--- src/rtl/bdu_pkg.sv ---
package bdu_pkg;
  localparam int INSN_W = 16;

  typedef enum logic [2:0] {
    BK_NONE,
    BK_COND_NOW,
    BK_COND_SLOT,
    BK_JUMP,
    BK_CALL,
    BK_JUMP_REG,
    BK_CALL_REG
  } br_kind_e;
endpackage

--- src/rtl/bdu_decode.sv ---
module bdu_decode
  import bdu_pkg::*;
#(
  parameter int ADDR_W = 32
) (
  input  logic [INSN_W-1:0] insn_i,
  output br_kind_e          kind_o,
  output logic              on_set_o,
  output logic [ADDR_W-1:0] disp_o
);
  localparam int SHORT_W = 8;
  localparam int LONG_W  = 12;

  logic [ADDR_W-1:0] disp_short;
  logic [ADDR_W-1:0] disp_long;

  assign disp_short = {{(ADDR_W-SHORT_W-1){insn_i[SHORT_W-1]}}, insn_i[SHORT_W-1:0], 1'b0};
  assign disp_long  = {{(ADDR_W-LONG_W-1){insn_i[LONG_W-1]}}, insn_i[LONG_W-1:0], 1'b0};

  always_comb begin
    kind_o   = BK_NONE;
    on_set_o = 1'b0;
    disp_o   = disp_short;
    casez (insn_i)
      16'b10001011????????: kind_o = BK_COND_NOW;
      16'b10001111????????: kind_o = BK_COND_SLOT;
      16'b10001001????????: begin kind_o = BK_COND_NOW;  on_set_o = 1'b1; end
      16'b10001101????????: begin kind_o = BK_COND_SLOT; on_set_o = 1'b1; end
      16'b1010????????????: begin kind_o = BK_JUMP; disp_o = disp_long; end
      16'b1011????????????: begin kind_o = BK_CALL; disp_o = disp_long; end
      16'b0000????00100011: kind_o = BK_JUMP_REG;
      16'b0000????00000011: kind_o = BK_CALL_REG;
      default:              kind_o = BK_NONE;
    endcase
  end
endmodule

--- src/rtl/bdu_target.sv ---
module bdu_target #(
  parameter int ADDR_W = 32
) (
  input  logic [ADDR_W-1:0] pc_i,
  input  logic [ADDR_W-1:0] disp_i,
  input  logic [ADDR_W-1:0] rn_i,
  input  logic              reg_rel_i,
  output logic [ADDR_W-1:0] link_o,
  output logic [ADDR_W-1:0] target_o
);
  localparam logic [ADDR_W-1:0] STEP = ADDR_W'(4);

  logic [ADDR_W-1:0] sum;

  assign link_o = pc_i + STEP;
  assign sum    = link_o + (reg_rel_i ? rn_i : disp_i);

  always_comb begin
    target_o = sum;
    if (reg_rel_i) target_o[0] = 1'b0;
  end
endmodule

--- src/rtl/dslot_branch_unit.sv ---
module dslot_branch_unit
  import bdu_pkg::*;
#(
  parameter int ADDR_W = 32
) (
  input  logic              clk,
  input  logic              rst_n,
  input  logic              in_valid,
  output logic              in_ready,
  input  logic [ADDR_W-1:0] pc_i,
  input  logic [ADDR_W-1:0] npc_i,
  input  logic [ADDR_W-1:0] dpc_i,
  input  logic              t_i,
  input  logic [ADDR_W-1:0] rn_i,
  input  logic [15:0]       insn_i,
  input  logic              in_slot_i,
  output logic              out_valid,
  input  logic              out_ready,
  output logic [ADDR_W-1:0] npc_o,
  output logic [ADDR_W-1:0] dpc_o,
  output logic [ADDR_W-1:0] ret_addr_o,
  output logic              ret_we_o,
  output logic              illslot_o
);
  localparam logic [ADDR_W-1:0] HALF_STEP = ADDR_W'(2);

  br_kind_e          kind;
  logic              on_set;
  logic [ADDR_W-1:0] disp;
  logic [ADDR_W-1:0] link;
  logic [ADDR_W-1:0] target;
  logic              reg_rel;

  bdu_decode #(.ADDR_W(ADDR_W)) dec_i (
    .insn_i   (insn_i),
    .kind_o   (kind),
    .on_set_o (on_set),
    .disp_o   (disp)
  );

  assign reg_rel = (kind == BK_JUMP_REG) || (kind == BK_CALL_REG);

  bdu_target #(.ADDR_W(ADDR_W)) tgt_i (
    .pc_i      (pc_i),
    .disp_i    (disp),
    .rn_i      (rn_i),
    .reg_rel_i (reg_rel),
    .link_o    (link),
    .target_o  (target)
  );

  logic [ADDR_W-1:0] nx_npc, nx_dpc, nx_ret;
  logic              nx_we, nx_ill, taken;

  assign taken = (t_i == on_set);

  always_comb begin
    nx_npc = npc_i;
    nx_dpc = dpc_i;
    nx_ret = '0;
    nx_we  = 1'b0;
    nx_ill = 1'b0;
    if (kind != BK_NONE && in_slot_i) begin
      nx_ill = 1'b1;
    end else begin
      unique case (kind)
        BK_COND_NOW: if (taken) begin
          nx_npc = target;
          nx_dpc = target + HALF_STEP;
        end
        BK_COND_SLOT: if (taken) nx_dpc = target;
        BK_JUMP, BK_JUMP_REG: nx_dpc = target;
        BK_CALL, BK_CALL_REG: begin
          nx_dpc = target;
          nx_ret = link;
          nx_we  = 1'b1;
        end
        default: ;
      endcase
    end
  end

  assign in_ready = !out_valid || out_ready;

  always_ff @(posedge clk or negedge rst_n) begin
    if (!rst_n) begin
      out_valid  <= 1'b0;
      npc_o      <= '0;
      dpc_o      <= '0;
      ret_addr_o <= '0;
      ret_we_o   <= 1'b0;
      illslot_o  <= 1'b0;
    end else if (in_valid && in_ready) begin
      out_valid  <= 1'b1;
      npc_o      <= nx_npc;
      dpc_o      <= nx_dpc;
      ret_addr_o <= nx_ret;
      ret_we_o   <= nx_we;
      illslot_o  <= nx_ill;
    end else if (out_ready) begin
      out_valid  <= 1'b0;
    end
  end
endmodule

--- config.mk ---
export PLATFORM = sky130hd
export DESIGN_NAME = dslot_branch_unit
export DESIGN_NICKNAME = d
export VERILOG_FILES = /design/src/rtl/bdu_pkg.sv /design/src/rtl/bdu_decode.sv /design/src/rtl/bdu_target.sv /design/src/rtl/dslot_branch_unit.sv
export SDC_FILE = /design/constraint.sdc
export NUM_CORES = 1
export LEC_CHECK = 0
export ABC_CLOCK_PERIOD_IN_PS = 2500
export BUFFER_PORTS_ARGS = -buffer_cell sky130_fd_sc_hd__buf_2
export CORE_MARGIN = 5
export CORE_UTILIZATION = 54
export CTS_BUF_LIST = sky130_fd_sc_hd__clkbuf_8
export DETAILED_ROUTE_END_ITERATION = 10
export PLACE_DENSITY = 0.94
export SETUP_SLACK_MARGIN = 0.5
export SKIP_CTS_REPAIR_TIMING = 1
export SYNTH_ARGS = -nofsm -noshare
export SYNTH_HDL_FRONTEND = slang
export SYNTH_SLANG_ARGS = --single-unit
--- constraint.sdc ---
create_clock -name clk -period 2.5 [get_ports clk]
set_input_delay 0.125 -clock clk [delete_from_list [all_inputs] [get_ports clk]]
set_output_delay 0.125 -clock clk [all_outputs]
set_load 0.01 [all_outputs]
==> load_flow_metrics.sql, run 1 <==
INSERT INTO impl_metrics (metric_group, metric, value, unit) VALUES
('floorplan', 'boundaryPins', '250', ''),
('synth', 'synthesis.nets', '1299', ''),
('placement', 'place.detailed.hpwl', '29340', 'um'),
('synth', 'ys_seq_area_share', '29.59', '%'),
('sta', 'worst_endpoint_kind', 'register data pin', ''),
('status', 'status', 'stopped before the end', ''),
('placement', 'detailed_place.area', '12300', 'um^2'),
('global_routing', 'groute.usage.overall', '79.24', '%'),
('placement', 'io_buffer_count', '249', ''),
('synth', 'ys.flop_type', 'dfrtp_1', ''),
('placement', 'gp_congestion', '1.025', ''),
('clock_tree', 'max-clock-path-buffers', '2', ''),
('clock_tree', 'ctsRootBufferMaster', 'clkbuf_8', ''),
('clock_tree', 'cts_made_buffers', '9', ''),
('synth', 'gate_count_post_synth', '1115', ''),
('synth', 'ys_ff_latch', '99', ''),
('global_routing', 'largest_net_degree_at_the_start_of_global_routing', '107', ''),
('floorplan', 'die_y', '134.5', 'um'),
('status', 'stop_stage', '5_1_grt', ''),
('synth', 'postSynth.asyncResetShare', '100.0', '%'),
('synth', 'syn-cell-area', '8373', 'um^2'),
('sta', 'postGrtWorstEndpoint', 'dpc_o[30]$_DFFE_PN0P_/D', ''),
('synth', 'post_synth.cell_area_avg', '7.509', 'um^2'),
('status', 'run.stop_error', '[ERROR GRT-0232] Routing congestion too high. Check the congestion heatmap in the GUI.', ''),
('synth', 'synth.lib_cells_used.distinct', '76', ''),
('floorplan', 'dieWidth', '134.5', 'um'),
('global_routing', 'global_route.overflow_total', '43', ''),
('floorplan', 'num_rows', '45', ''),
('synth', 'yosysWarningCount', '0', ''),
('clock_tree', 'h-tree-depth', '3', ''),
('synth', 'synth_enable_flop_cells', '0', ''),
('floorplan', 'start_util', '55.08', '%'),
('clock_tree', 'cts_sinks', '99', '');
cells in the mapped netlist, drive strengths merged (3+ instances only):
| cell type | n | area, um^2 |
|---|---|---|
| a211oi | 14 | 105.1 |
| a21o | 18 | 135.1 |
| a21oi | 93 | 469.2 |
| a221o | 3 | 30.03 |
| a221oi | 3 | 32.53 |
| a22o | 30 | 262.8 |
| a22oi | 3 | 22.52 |
| a31oi | 39 | 244.0 |
| a41oi | 4 | 35.03 |
| and2 | 13 | 81.33 |
| and3 | 14 | 87.58 |
| and4 | 4 | 35.03 |
| buf | 11 | 53.80 |
| clkbuf | 59 | 221.5 |
| dfrtp | 99 | 2477 |
| ha | 33 | 412.9 |
| inv | 16 | 60.06 |
| mux2i | 4 | 40.04 |
| nand2 | 169 | 634.4 |
| nand2b | 6 | 37.54 |
| nand3 | 42 | 227.7 |
| nand4 | 22 | 137.6 |
| nor2 | 110 | 412.9 |
| nor3 | 34 | 185.2 |
| nor3b | 3 | 27.52 |
| nor4 | 9 | 71.32 |
| o211ai | 11 | 82.58 |
| o21a | 24 | 180.2 |
| o21ai | 106 | 534.3 |
| o22ai | 4 | 25.02 |
| o311ai | 4 | 35.04 |
| o31a | 4 | 35.03 |
| o31ai | 7 | 52.55 |
| or2 | 3 | 18.77 |
| or3 | 9 | 61.31 |
| or4 | 3 | 22.52 |
| xnor2 | 36 | 322.8 |
| xor2 | 21 | 183.9 |
through the flow:
step / setup WS [ns] / std cells
after floorplan: -1.826 / 1115
after global placement: -1.792 / 1772
after detailed placement: -2.083 / 1772
after CTS: -1.657 / 1788
routing by layer:
metal	track usage (%)	overflow
met5	31.94	1
met4	80.54	15
met3	69.15	2
met2	93.27	25
met1	77.23	0
cells by family after synthesis:
family	Yosys count	synth area share, %
muxes	4	0.4782
AOI/OAI and AO/OA	388	29.53
adders and majority gates	34	5.170
DFF	99	29.59
buffers and inverters	86	4.005
xor gates and xnor gates	57	6.052
and+or+nand+nor	447	25.18
==> inputs of run 2 (changes only) <==
--- a/config.mk
+++ b/config.mk
@@ -8,11 +8,9 @@
 export ABC_CLOCK_PERIOD_IN_PS = 2500
 export BUFFER_PORTS_ARGS = -buffer_cell sky130_fd_sc_hd__buf_2
 export CORE_MARGIN = 5
-export CORE_UTILIZATION = 54
-export CTS_BUF_LIST = sky130_fd_sc_hd__clkbuf_8
+export CORE_UTILIZATION = 40
 export DETAILED_ROUTE_END_ITERATION = 10
-export PLACE_DENSITY = 0.94
-export SETUP_SLACK_MARGIN = 0.5
+export PLACE_DENSITY_LB_ADDON = 0.15
 export SKIP_CTS_REPAIR_TIMING = 1
 export SYNTH_ARGS = -nofsm -noshare
 export SYNTH_HDL_FRONTEND = slang
==> load_flow_metrics.sql, run 2 <==
INSERT INTO impl_metrics (metric_group, metric, value, unit) VALUES
('synth', 'synthesis.nets', '1299', ''),
('floorplan', 'start_util', '40.21', '%'),
('worst_hold_path', 'hold_class', 'input pin to flop', ''),
('route', 'routed-via-count', '10820', ''),
('synth', 'synth_commonest_cells', 'nand2_1 (169), nor2_1 (110), dfrtp_1 (99), o21ai_0 (98), a21oi_1 (92)', ''),
('clock_tree', 'h-tree-depth', '3', ''),
('global_routing', 'grt_pass1_wl', '53330', 'um'),
('route', 'detail-route-antenna-nets', '0', ''),
('power', 'power.total', '6.906', 'mW'),
('synth', 'postSynth.asyncResetShare', '100.0', '%'),
('sta', 'grt_setup_unrepaired', 'yes', ''),
('status', 'status', 'complete, but fails checks', ''),
('placement', 'placed_cells', '1894', ''),
('sta', 'max-slew-margin-rel', '45.47', '%'),
('global_routing', 'grt_antenna_before_repair', '1', ''),
('critical_path', 'worst-endpoint-arrival', '4.19', 'ns'),
('route', 'post_route_wl', '34950', 'um'),
('synth', 'post_synth_main_area_contributors', 'dfrtp_1 (30%), nand2_1 (7.6%), o21ai_0 (5.9%)', ''),
('global_routing', 'global_route.overflow_total', '0', ''),
('route', 'drt_first_pass_iters', '6', ''),
('sta', 'timing.final.max_slew_violations', '0', ''),
('power', 'power_density', '483.1', 'nW/um^2'),
('synth', 'ys.flop_type', 'dfrtp_1', ''),
('synth', 'synth_enable_flop_cells', '0', ''),
('placement', 'gp_congestion', '0.9628', ''),
('critical_path', 'critical_path.endpoint_type', 'flop', ''),
('sta', 'timing.final.crit_share', '157.9', '%'),
('synth', 'gate_count_post_synth', '1115', ''),
('cells_and_area', 'largestRegisters', 'dpc_o: 32 flops, npc_o: 32 flops, ret_addr_o: 32 flops', ''),
('clock_tree', 'clk_latency', '0.37', 'ns'),
('clock_tree', 'ctsRootBufferMaster', 'clkbuf_16', ''),
('synth', 'synth_top_area_share', '29.59', '%'),
('power', 'p_leak', '6.640', 'nW'),
('critical_path', 'worst_ep_required_time', '2.74', 'ns'),
('placement', 'place.detailed.hpwl', '26670', 'um'),
('synth', 'ys_seq_area_share', '29.59', '%'),
('synth', 'post_synth.cell_area_avg', '7.509', 'um^2'),
('sta', 'max_slew.worst_pin.slew', '0.8180', 'ns'),
('floorplan', 'boundaryPins', '250', ''),
('sta', 'timing.clock.skew', '0.01667', 'ns'),
('sta', 'fin_ws', '-1.448', 'ns'),
('global_routing', 'groute.usage.overall', '27.28', '%'),
('placement', 'detailed_place.area', '12630', 'um^2'),
('clock_tree', 'cts_made_buffers', '9', ''),
('sta', 'timing_hold_violations_final', '0', ''),
('cells_and_area', 'postLayoutCellArea', '14300', 'um^2'),
('synth', 'syn-cell-area', '8373', 'um^2'),
('cells_and_area', 'finish.net_count', '1852', ''),
('cells_and_area', 'final_layout_size_suffix_gt1_share', '49.43', '%'),
('sta', 'fmaxAchievable', '253.3', 'MHz'),
('floorplan', 'core_region_area', '20820', 'um^2'),
('synth', 'post_synthesis_cell_type_with_the_largest_combined_area', 'dfrtp_1', ''),
('cells_and_area', 'mostFrequentLayoutCells', 'buf_4 (315), buf_2 (246), nand2_1 (152)', ''),
('sta', 'setup_total_negative_slack', '-46.56', 'ns'),
('route', 'route.detailed.vias_per_inst', '5.549', ''),
('synth', 'synth.most_common_cell', 'nand2_1', ''),
('route', 'drc_errors', '0', ''),
('critical_path', 'classification_of_the_worst_setup_path', 'input pin to flop', ''),
('floorplan', 'die_area', '23930', 'um^2'),
('cells_and_area', 'stdcell_count', '1949', ''),
('critical_path', 'reg2regPathDepth', '8', ''),
('synth', 'ys_ff_latch', '99', ''),
('floorplan', 'die_y', '154.7', 'um'),
('clock_tree', 'cts_sinks', '99', ''),
('route', 'detail_route.iter0.violations', '779', ''),
('clock_tree', 'max-clock-path-buffers', '2', ''),
('sta', 'clock_period_minus_worst_slack', '3.948', 'ns'),
('clock_tree', 'tritoncts', 'done', ''),
('clock_tree', 'path_clk_slew', '0.08', 'ns'),
('sta', 'setup-violations-final', '58', ''),
('status', 'violations_in_the_final_reports', 'negative setup slack', ''),
('critical_path', 'critical_path_peak_fanout', '6', ''),
('cells_and_area', 'final_common_cell', 'buf_4', ''),
('synth', 'synth.lib_cells_used.distinct', '76', ''),
('power', 'ir_worst_vdd', '0.3333', 'mV'),
('cells_and_area', 'area.growth.synth_to_final', '70.74', '%'),
('route', 'wl_per_cell', '17.93', 'um'),
('placement', 'place_worst_setup_slack', '-1.994', 'ns'),
('critical_path', 'timing.critical_path.from_type', 'input pin', ''),
('flow_run', 'drv.max_cap_violation_count', '0', ''),
('global_routing', 'largest_net_degree_at_the_start_of_global_routing', '100', ''),
('placement', 'io_buffer_count', '249', ''),
('floorplan', 'dieWidth', '154.7', 'um'),
('floorplan', 'num_rows', '53', ''),
('worst_hold_path', 'hold-path-cell-count', '3', ''),
('global_routing', 'grt_pass1_vias', '10350', ''),
('synth', 'yosysWarningCount', '0', '');
[run 2: worst max-delay path, stage by stage]
cell	delay (ns)
buf_6	0.10
nor4_4	0.25
nand2_1	0.12
or4_4	0.51
o21a_1	0.23
ha_4	0.27
nand2b_1	0.08
a211o_1	0.31
a2111o_1	0.49
a311o_1	0.32
or3_4	0.39
nor4b_4	0.30
nand3_4	0.16
buf_6	0.15
o21ai_2	0.16
a21o_1	0.14
a31oi_1	0.08
[run 2: cell families after synthesis]
| kind of cell | Yosys count | share of synthesized area, % |
|---|---|---|
| XOR/XNOR | 57 | 6.052 |
| flip-flops | 99 | 29.59 |
| AND/OR/NAND/NOR | 447 | 25.18 |
| multiplexers | 4 | 0.4782 |
| buffers and inverters | 86 | 4.005 |
| adder cells (fa/ha/maj) | 34 | 5.170 |
| AO/OA/AOI/OAI | 388 | 29.53 |
[run 2: worst paths after layout]
kind                                   to  slack (ns)      start
min reg2reg                     npc_o[28]        0.48  npc_o[28]
max                             dpc_o[28]       -1.45  insn_i[7]
min in group asynchronous       npc_o[29]        0.37      rst_n
max in group asynchronous       npc_o[14]        1.70      rst_n
max reg2reg                ret_addr_o[23]        0.61  out_valid
min                              npc_o[5]       0.006   npc_i[5]
[run 2: routing by layer]
layer,part of all wire [%],track usage [%]
met2,47,44.51
met4,2.9,9.420
met5,0,0
met3,6.4,4.141
met1,44,37.02
[run 2: power by group]
part	internal (mW)	switching [mW]
combinational	1.72	1.84
sequential	1.76	0.0918
clock	0.715	0.773
total	4.20	2.71
[run 2: layout make-up]
| class | instances | area [um^2] |
|---|---|---|
| Timing Repair Buffer | 612 | 4220 |
| Clock inverter | 7 | 80.08 |
| Sequential cell | 99 | 2477 |
| Multi-Input combinational cell | 930 | 6887 |
| Fill cell | 1727 | 6526 |
| Antenna cell | 1 | 2.502 |
| Clock buffer | 9 | 225.2 |
| Inverter | 16 | 60.06 |
| Tap cell | 275 | 344.1 |
[run 2: per-stage QoR]
| step | hold slack (ns) | utilization (%) |
|---|---|---|
| final | 0.006270 | 68.66 |
| after global routing | 0.01862 | 68.66 |
| after floorplan | -0.1706 | - |
| after global placement | 0.2425 | 60.65 |
| after CTS | -0.1569 | 62.12 |
| after detailed placement | 0.2430 | 60.65 |
No activity file was read; power rests on OpenSTA's default activity.
==> inputs of run 3 (changes only) <==
--- a/config.mk
+++ b/config.mk
@@ -7,7 +7,7 @@
 export LEC_CHECK = 0
 export ABC_CLOCK_PERIOD_IN_PS = 2500
 export BUFFER_PORTS_ARGS = -buffer_cell sky130_fd_sc_hd__buf_2
-export CORE_MARGIN = 5
+export CORE_MARGIN = 2
 export CORE_UTILIZATION = 40
 export DETAILED_ROUTE_END_ITERATION = 10
 export PLACE_DENSITY_LB_ADDON = 0.15
==> load_flow_metrics.sql, run 3 (synthesis results as in run 2) <==
INSERT INTO impl_metrics (metric_group, metric, value, unit) VALUES
('floorplan', 'num_rows', '52', ''),
('cells_and_area', 'mostFrequentLayoutCells', 'buf_4 (283), buf_2 (246), nand2_1 (146)', ''),
('global_routing', 'groute.usage.overall', '29.61', '%'),
('cells_and_area', 'finish.net_count', '1830', ''),
('placement', 'place_worst_setup_slack', '-1.992', 'ns'),
('critical_path', 'critical_path_peak_fanout', '15', ''),
('clock_tree', 'ctsRootBufferMaster', 'clkbuf_16', ''),
('power', 'swShare', '39.96', '%'),
('global_routing', 'global_route.overflow_total', '0', ''),
('worst_hold_path', 'hold_class', 'input pin to flop', ''),
('critical_path', 'reg2regPathDepth', '8', ''),
('route', 'detail_route.iter0.violations', '836', ''),
('critical_path', 'worst_r2r_startpoint', 'out_valid', ''),
('cells_and_area', 'antenna_cells_inserted', '0', ''),
('sta', 'max-slew-margin-rel', '50.09', '%'),
('placement', 'io_buffer_count', '249', ''),
('critical_path', 'timing.critical_path.from_type', 'input pin', ''),
('cells_and_area', 'area.growth.synth_to_final', '71.98', '%'),
('clock_tree', 'tritoncts', 'done', ''),
('route', 'post_route_wl', '36320', 'um'),
('worst_hold_path', 'hold-path-cell-count', '3', ''),
('power', 'power.share.clock', '21.2', '%'),
('route', 'drt_first_pass_iters', '5', ''),
('cells_and_area', 'largestRegisters', 'dpc_o: 32 flops, npc_o: 32 flops, ret_addr_o: 32 flops', ''),
('power', 'pwr-share-seq', '26.3', '%'),
('critical_path', 'r2r-end', 'ret_addr_o[23]', ''),
('power', 'share_comb_of_total_power', '52.5', '%'),
('power', 'p_leak', '6.618', 'nW'),
('route', 'wl_per_cell', '18.91', 'um'),
('floorplan', 'boundaryPins', '250', ''),
('sta', 'fin_ws', '-1.454', 'ns'),
('global_routing', 'largest_net_degree_at_the_start_of_global_routing', '70', ''),
('clock_tree', 'cts_made_buffers', '9', ''),
('flow_run', 'drv.max_cap_violation_count', '0', ''),
('sta', 'timing.final.crit_share', '158.2', '%'),
('power', 'internal-power', '4.230', 'mW'),
('global_routing', 'grt_pass1_vias', '10140', ''),
('power', 'power.net_switching', '2.815', 'mW'),
('cells_and_area', 'final_common_cell', 'buf_4', ''),
('global_routing', 'grt_antenna_before_repair', '0', ''),
('clock_tree', 'h-tree-depth', '3', ''),
('global_routing', 'grt_pass1_wl', '52030', 'um'),
('route', 'routed-via-count', '11010', ''),
('clock_tree', 'cts_sinks', '99', ''),
('route', 'route.detailed.vias_per_inst', '5.731', ''),
('critical_path', 'worst_ep_required_time', '2.76', 'ns'),
('sta', 'timing.final.max_slew_violations', '0', ''),
('sta', 'setup-violations-final', '58', ''),
('clock_tree', 'path_clk_slew', '0.09', 'ns'),
('floorplan', 'start_util', '41.12', '%'),
('sta', 'fmaxAchievable', '252.9', 'MHz'),
('sta', 'timing_hold_violations_final', '4', ''),
('worst_hold_path', 'hold-path-endpoint', 'npc_o[30]', ''),
('placement', 'place.detailed.hpwl', '26550', 'um'),
('sta', 'timing.clock.skew', '0.01438', 'ns'),
('critical_path', 'crit_path_start', 'insn_i[7]', ''),
('placement', 'gp_congestion', '0.9924', ''),
('power', 'power_density', '489.2', 'nW/um^2'),
('critical_path', 'classification_of_the_worst_setup_path', 'input pin to flop', ''),
('status', 'status', 'complete, but fails checks', ''),
('floorplan', 'dieWidth', '148.7', 'um'),
('critical_path', 'worst-endpoint-arrival', '4.22', 'ns'),
('floorplan', 'die_area', '22110', 'um^2'),
('sta', 'max_slew.worst_pin.slew', '0.7487', 'ns'),
('sta', 'clock_period_minus_worst_slack', '3.954', 'ns'),
('cells_and_area', 'final_layout_size_suffix_gt1_share', '50.64', '%'),
('sta', 'setup_total_negative_slack', '-50.74', 'ns'),
('power', 'ir_worst_vdd', '0.3683', 'mV'),
('worst_hold_path', 'hold_path_startpoint', 'npc_i[30]', ''),
('floorplan', 'core_region_area', '20360', 'um^2'),
('status', 'violations_in_the_final_reports', 'negative hold slack, negative setup slack', ''),
('critical_path', 'critical_path.endpoint_type', 'flop', ''),
('sta', 'fin_worst_hold_slack', '-0.006673', 'ns'),
('clock_tree', 'max-clock-path-buffers', '2', ''),
('route', 'detail-route-antenna-nets', '0', ''),
('route', 'drc_errors', '0', ''),
('critical_path', 'reg2reg_setup_slack', '0.63', 'ns'),
('floorplan', 'die_y', '148.7', 'um'),
('clock_tree', 'clk_latency', '0.38', 'ns'),
('sta', 'grt_setup_unrepaired', 'yes', '');
## run 3: cell count changes in the layout (fill, tap and decap cells not counted), sizes merged
| cell | change |
|---|---|
| diode | -1 |
| clkinvlp | -1 |
| buf | -22 |
| clkinv | -1 |
| inv | +2 |
## run 3: final cells by class
| cell class | count | area (um^2) |
|---|---|---|
| clock buffers | 9 | 225.2 |
| clock inverters | 7 | 67.56 |
| fillers | 1601 | 5964 |
| inverters | 16 | 62.56 |
| multi-input cells | 930 | 7107 |
| flip-flops and latches | 99 | 2477 |
| well taps | 270 | 337.8 |
| repair buffers | 590 | 4123 |
## run 3: worst max-delay path by stage
stage | to | slack (ns) | cells after the start
after CTS | dpc_o[31] | -1.61 | 19
after floorplan | dpc_o[31] | -1.83 | 17
final | dpc_o[31] | -1.45 | 18
after detailed placement | dpc_o[31] | -1.99 | 19
after global placement | dpc_o[31] | -1.89 | 18
after global routing | dpc_o[31] | -1.58 | 18
## run 3: layer usage
metal	global-route usage, %	up-vias	part of all wire, %
met1	39.58	5179	42
met4	11.43	0	3.9
met3	3.374	124	7.0
met2	49.28	547	47
li1	-	5159	-
met5	0	-	0
## run 3: power by group through the flow
stage	logic, mW	clock network [mW]	registers, mW
after detailed placement	2.94	0	1.88
after CTS	2.95	1.49	1.85
after global routing	3.92	1.55	1.87
after global placement	2.91	0	1.88
final	3.70	1.49	1.85
after floorplan	1.40	0	1.95
## run 3: worst max-delay path, stage by stage
cell and delay (ns):
buf_8 0.10, nor4_4 0.27, nand2_1 0.12, or4_4 0.52, buf_12 0.19, o21a_1 0.19, ha_4 0.32, nand2_4 0.07
o21ai_4 0.13, mux2i_1 0.26, o311ai_2 0.14, a311o_2 0.37, or3_4 0.43, nor4b_4 0.30, nand3_4 0.15, nor4_4 0.23
and4_1 0.23, nor3_2 0.04
## run 3: through the flow
| stage | power, mW | instances | area, um^2 | utilization (%) |
|---|---|---|---|---|
| finish | 7.045 | 1921 | 14400 | 70.71 |
| global route | 7.345 | 1921 | 14400 | 70.71 |
| CTS | 6.297 | 1884 | 12780 | 62.77 |
| detailed placement | 4.821 | 1868 | 12490 | 61.34 |
| global placement | 4.791 | 1868 | 12490 | 61.34 |
| floorplan | 3.356 | 1115 | 8879 | - |
==> inputs of run 4 (changes only) <==
--- a/config.mk
+++ b/config.mk
@@ -5,7 +5,7 @@
 export SDC_FILE = /design/constraint.sdc
 export NUM_CORES = 1
 export LEC_CHECK = 0
-export ABC_CLOCK_PERIOD_IN_PS = 2500
+export ABC_CLOCK_PERIOD_IN_PS = 3600
 export BUFFER_PORTS_ARGS = -buffer_cell sky130_fd_sc_hd__buf_2
 export CORE_MARGIN = 2
 export CORE_UTILIZATION = 40
==> constraint.sdc (replaced) <==
create_clock -name clk -period 3.6 [get_ports clk]
set_input_delay 0.18 -clock clk [delete_from_list [all_inputs] [get_ports clk]]
set_output_delay 0.18 -clock clk [all_outputs]
set_load 0.01 [all_outputs]
==> load_flow_metrics.sql, run 4 (synthesis results as in run 2) <==
INSERT INTO impl_metrics (metric_group, metric, value, unit) VALUES
('critical_path', 'critical_path_peak_fanout', '6', ''),
('cells_and_area', 'finish.net_count', '1800', ''),
('route', 'drc_errors', '0', ''),
('global_routing', 'grt_pass1_vias', '9563', ''),
('global_routing', 'groute.usage.overall', '29.18', '%'),
('sta', 'fin_worst_hold_slack', '0.05087', 'ns'),
('clock_tree', 'h-tree-depth', '3', ''),
('placement', 'io_buffer_count', '249', ''),
('floorplan', 'core_region_area', '20360', 'um^2'),
('clock_tree', 'path_clk_slew', '0.09', 'ns'),
('floorplan', 'start_util', '41.12', '%'),
('sta', 'timing.final.max_slew_violations', '0', ''),
('cells_and_area', 'stdcell_count', '1892', ''),
('status', 'status', 'complete, but fails checks', ''),
('floorplan', 'num_rows', '52', ''),
('sta', 'max-slew-margin-rel', '24.65', '%'),
('global_routing', 'global_route.overflow_total', '0', ''),
('cells_and_area', 'mostFrequentLayoutCells', 'buf_4 (285), buf_2 (246), nand2_1 (157)', ''),
('sta', 'fmaxAchievable', '248.9', 'MHz'),
('critical_path', 'classification_of_the_worst_setup_path', 'input pin to flop', ''),
('sta', 'clock_period_minus_worst_slack', '4.018', 'ns'),
('route', 'detail_route.iter0.violations', '1015', ''),
('critical_path', 'timing.critical_path.from_type', 'input pin', ''),
('clock_tree', 'ctsRootBufferMaster', 'clkbuf_16', ''),
('global_routing', 'largest_net_degree_at_the_start_of_global_routing', '76', ''),
('route', 'post_route_wl', '34580', 'um'),
('cells_and_area', 'area.growth.synth_to_final', '62.03', '%'),
('floorplan', 'dieWidth', '148.7', 'um'),
('clock_tree', 'cts_made_buffers', '9', ''),
('sta', 'max_slew.worst_pin.slew', '1.130', 'ns'),
('worst_hold_path', 'hold-path-cell-count', '3', ''),
('critical_path', 'worst_ep_required_time', '3.85', 'ns'),
('critical_path', 'crit_path_start', 'insn_i[7]', ''),
('flow_run', 'drv.max_cap_violation_count', '0', ''),
('clock_tree', 'clk_latency', '0.37', 'ns'),
('cells_and_area', 'finish.utilization', '66.62', '%'),
('floorplan', 'die_area', '22110', 'um^2'),
('power', 'p_leak', '6.307', 'nW'),
('route', 'routed-via-count', '10570', ''),
('worst_hold_path', 'hold_class', 'input pin to flop', ''),
('cells_and_area', 'final_common_cell', 'buf_4', ''),
('sta', 'setup-violations-final', '24', ''),
('route', 'route.detailed.vias_per_inst', '5.586', ''),
('route', 'detail-route-antenna-nets', '0', ''),
('status', 'violations_in_the_final_reports', 'negative setup slack', ''),
('critical_path', 'worst-endpoint-arrival', '4.27', 'ns'),
('clock_tree', 'cts_sinks', '99', ''),
('sta', 'grt_setup_unrepaired', 'yes', ''),
('global_routing', 'grt_pass1_wl', '50870', 'um'),
('sta', 'timing.final.crit_share', '111.6', '%'),
('placement', 'placed_cells', '1841', ''),
('clock_tree', 'tritoncts', 'done', ''),
('global_routing', 'grt_antenna_before_repair', '1', ''),
('route', 'wl_per_cell', '18.28', 'um'),
('sta', 'fin_ws', '-0.4181', 'ns'),
('sta', 'timing_hold_violations_final', '0', ''),
('cells_and_area', 'final_layout_size_suffix_gt1_share', '45.77', '%'),
('clock_tree', 'max-clock-path-buffers', '2', ''),
('critical_path', 'critical_path.endpoint_type', 'flop', ''),
('power', 'ir_worst_vdd', '0.2525', 'mV'),
('placement', 'place_worst_setup_slack', '-0.9124', 'ns'),
('placement', 'place.detailed.hpwl', '25910', 'um'),
('route', 'drt_first_pass_iters', '5', ''),
('floorplan', 'boundaryPins', '250', ''),
('cells_and_area', 'largestRegisters', 'dpc_o: 32 flops, npc_o: 32 flops, ret_addr_o: 32 flops', ''),
('sta', 'timing.clock.skew', '0.01316', 'ns'),
('worst_hold_path', 'hold_path_startpoint', 'npc_i[5]', ''),
('sta', 'setup_total_negative_slack', '-5.333', 'ns'),
('power', 'power_density', '337.5', 'nW/um^2'),
('floorplan', 'die_y', '148.7', 'um'),
('critical_path', 'worst_r2r_startpoint', 'out_valid', ''),
('critical_path', 'reg2regPathDepth', '8', ''),
('placement', 'gp_congestion', '0.9500', '');
[run 4: cell count changes in the layout (fill, tap and decap cells not counted), moves of 11 or more]
cell | before | now
a21oi_1 | 59 | 70
a21oi_2 | 28 | 15
buf_6 | 49 | 23
nand2_1 | 146 | 157
o21ai_0 | 61 | 74
[run 4: area by class of cell]
| class | instances | area (um^2) |
|---|---|---|
| Multi-Input combinational cell | 930 | 6654 |
| Inverter | 16 | 60.06 |
| Sequential cell | 99 | 2477 |
| Tap cell | 270 | 337.8 |
| Clock inverter | 7 | 70.07 |
| Timing Repair Buffer | 560 | 3740 |
| Fill cell | 1725 | 6798 |
| Clock buffer | 9 | 225.2 |
| Antenna cell | 1 | 2.502 |
[run 4: stage by stage]
step           area [um^2]  power [mW]
4_1_cts              12280       4.250
3_5_place_dp         11980       3.225
3_3_place_gp         11980       3.207
6_report             13570       4.579
2_1_floorplan         8610       2.245
5_1_grt              13570       4.808
[run 4: worst paths after layout]
path | end | slack [ns]
hold / removal | npc_o[5] | 0.05
setup reg to reg | ret_addr_o[23] | 1.16
min in group asynchronous | npc_o[29] | 0.41
max in group asynchronous | ret_addr_o[22] | 2.34
hold reg to reg | dpc_o[2] | 0.48
setup / recovery | dpc_o[31] | -0.42
[run 4: worst max-delay path, cell delays in order]
cell	delay, ns
buf_6	0.10
nor4_4	0.24
nand2_1	0.11
or4_4	0.52
o21a_1	0.23
ha_4	0.29
nand2b_4	0.05
a211o_1	0.32
a2111o_1	0.45
a311o_1	0.40
or3_4	0.39
nor4b_4	0.30
nand3_4	0.15
nor4_4	0.25
and4_1	0.23
nor3_2	0.05
[run 4: per-layer routing]
| layer | up-vias | GRT usage (%) | wire [um] |
|---|---|---|---|
| met2 | 442 | 48.45 | 16620 |
| met3 | 54 | 3.804 | 2155 |
| met1 | 4976 | 39.84 | 14880 |
| met4 | 0 | 8.714 | 931 |
| met5 | - | 0 | 0 |
| li1 | 5097 | - | - |
[run 4: power breakdown]
part / leakage (nW) / switching [mW] / internal (mW) / total [mW]
registers: 1.24 / 0.0613 / 1.22 / 1.28
logic: 4.92 / 1.21 / 1.06 / 2.27
clock network: 0.147 / 0.535 / 0.491 / 1.03
total: 6.31 / 1.80 / 2.78 / 4.58
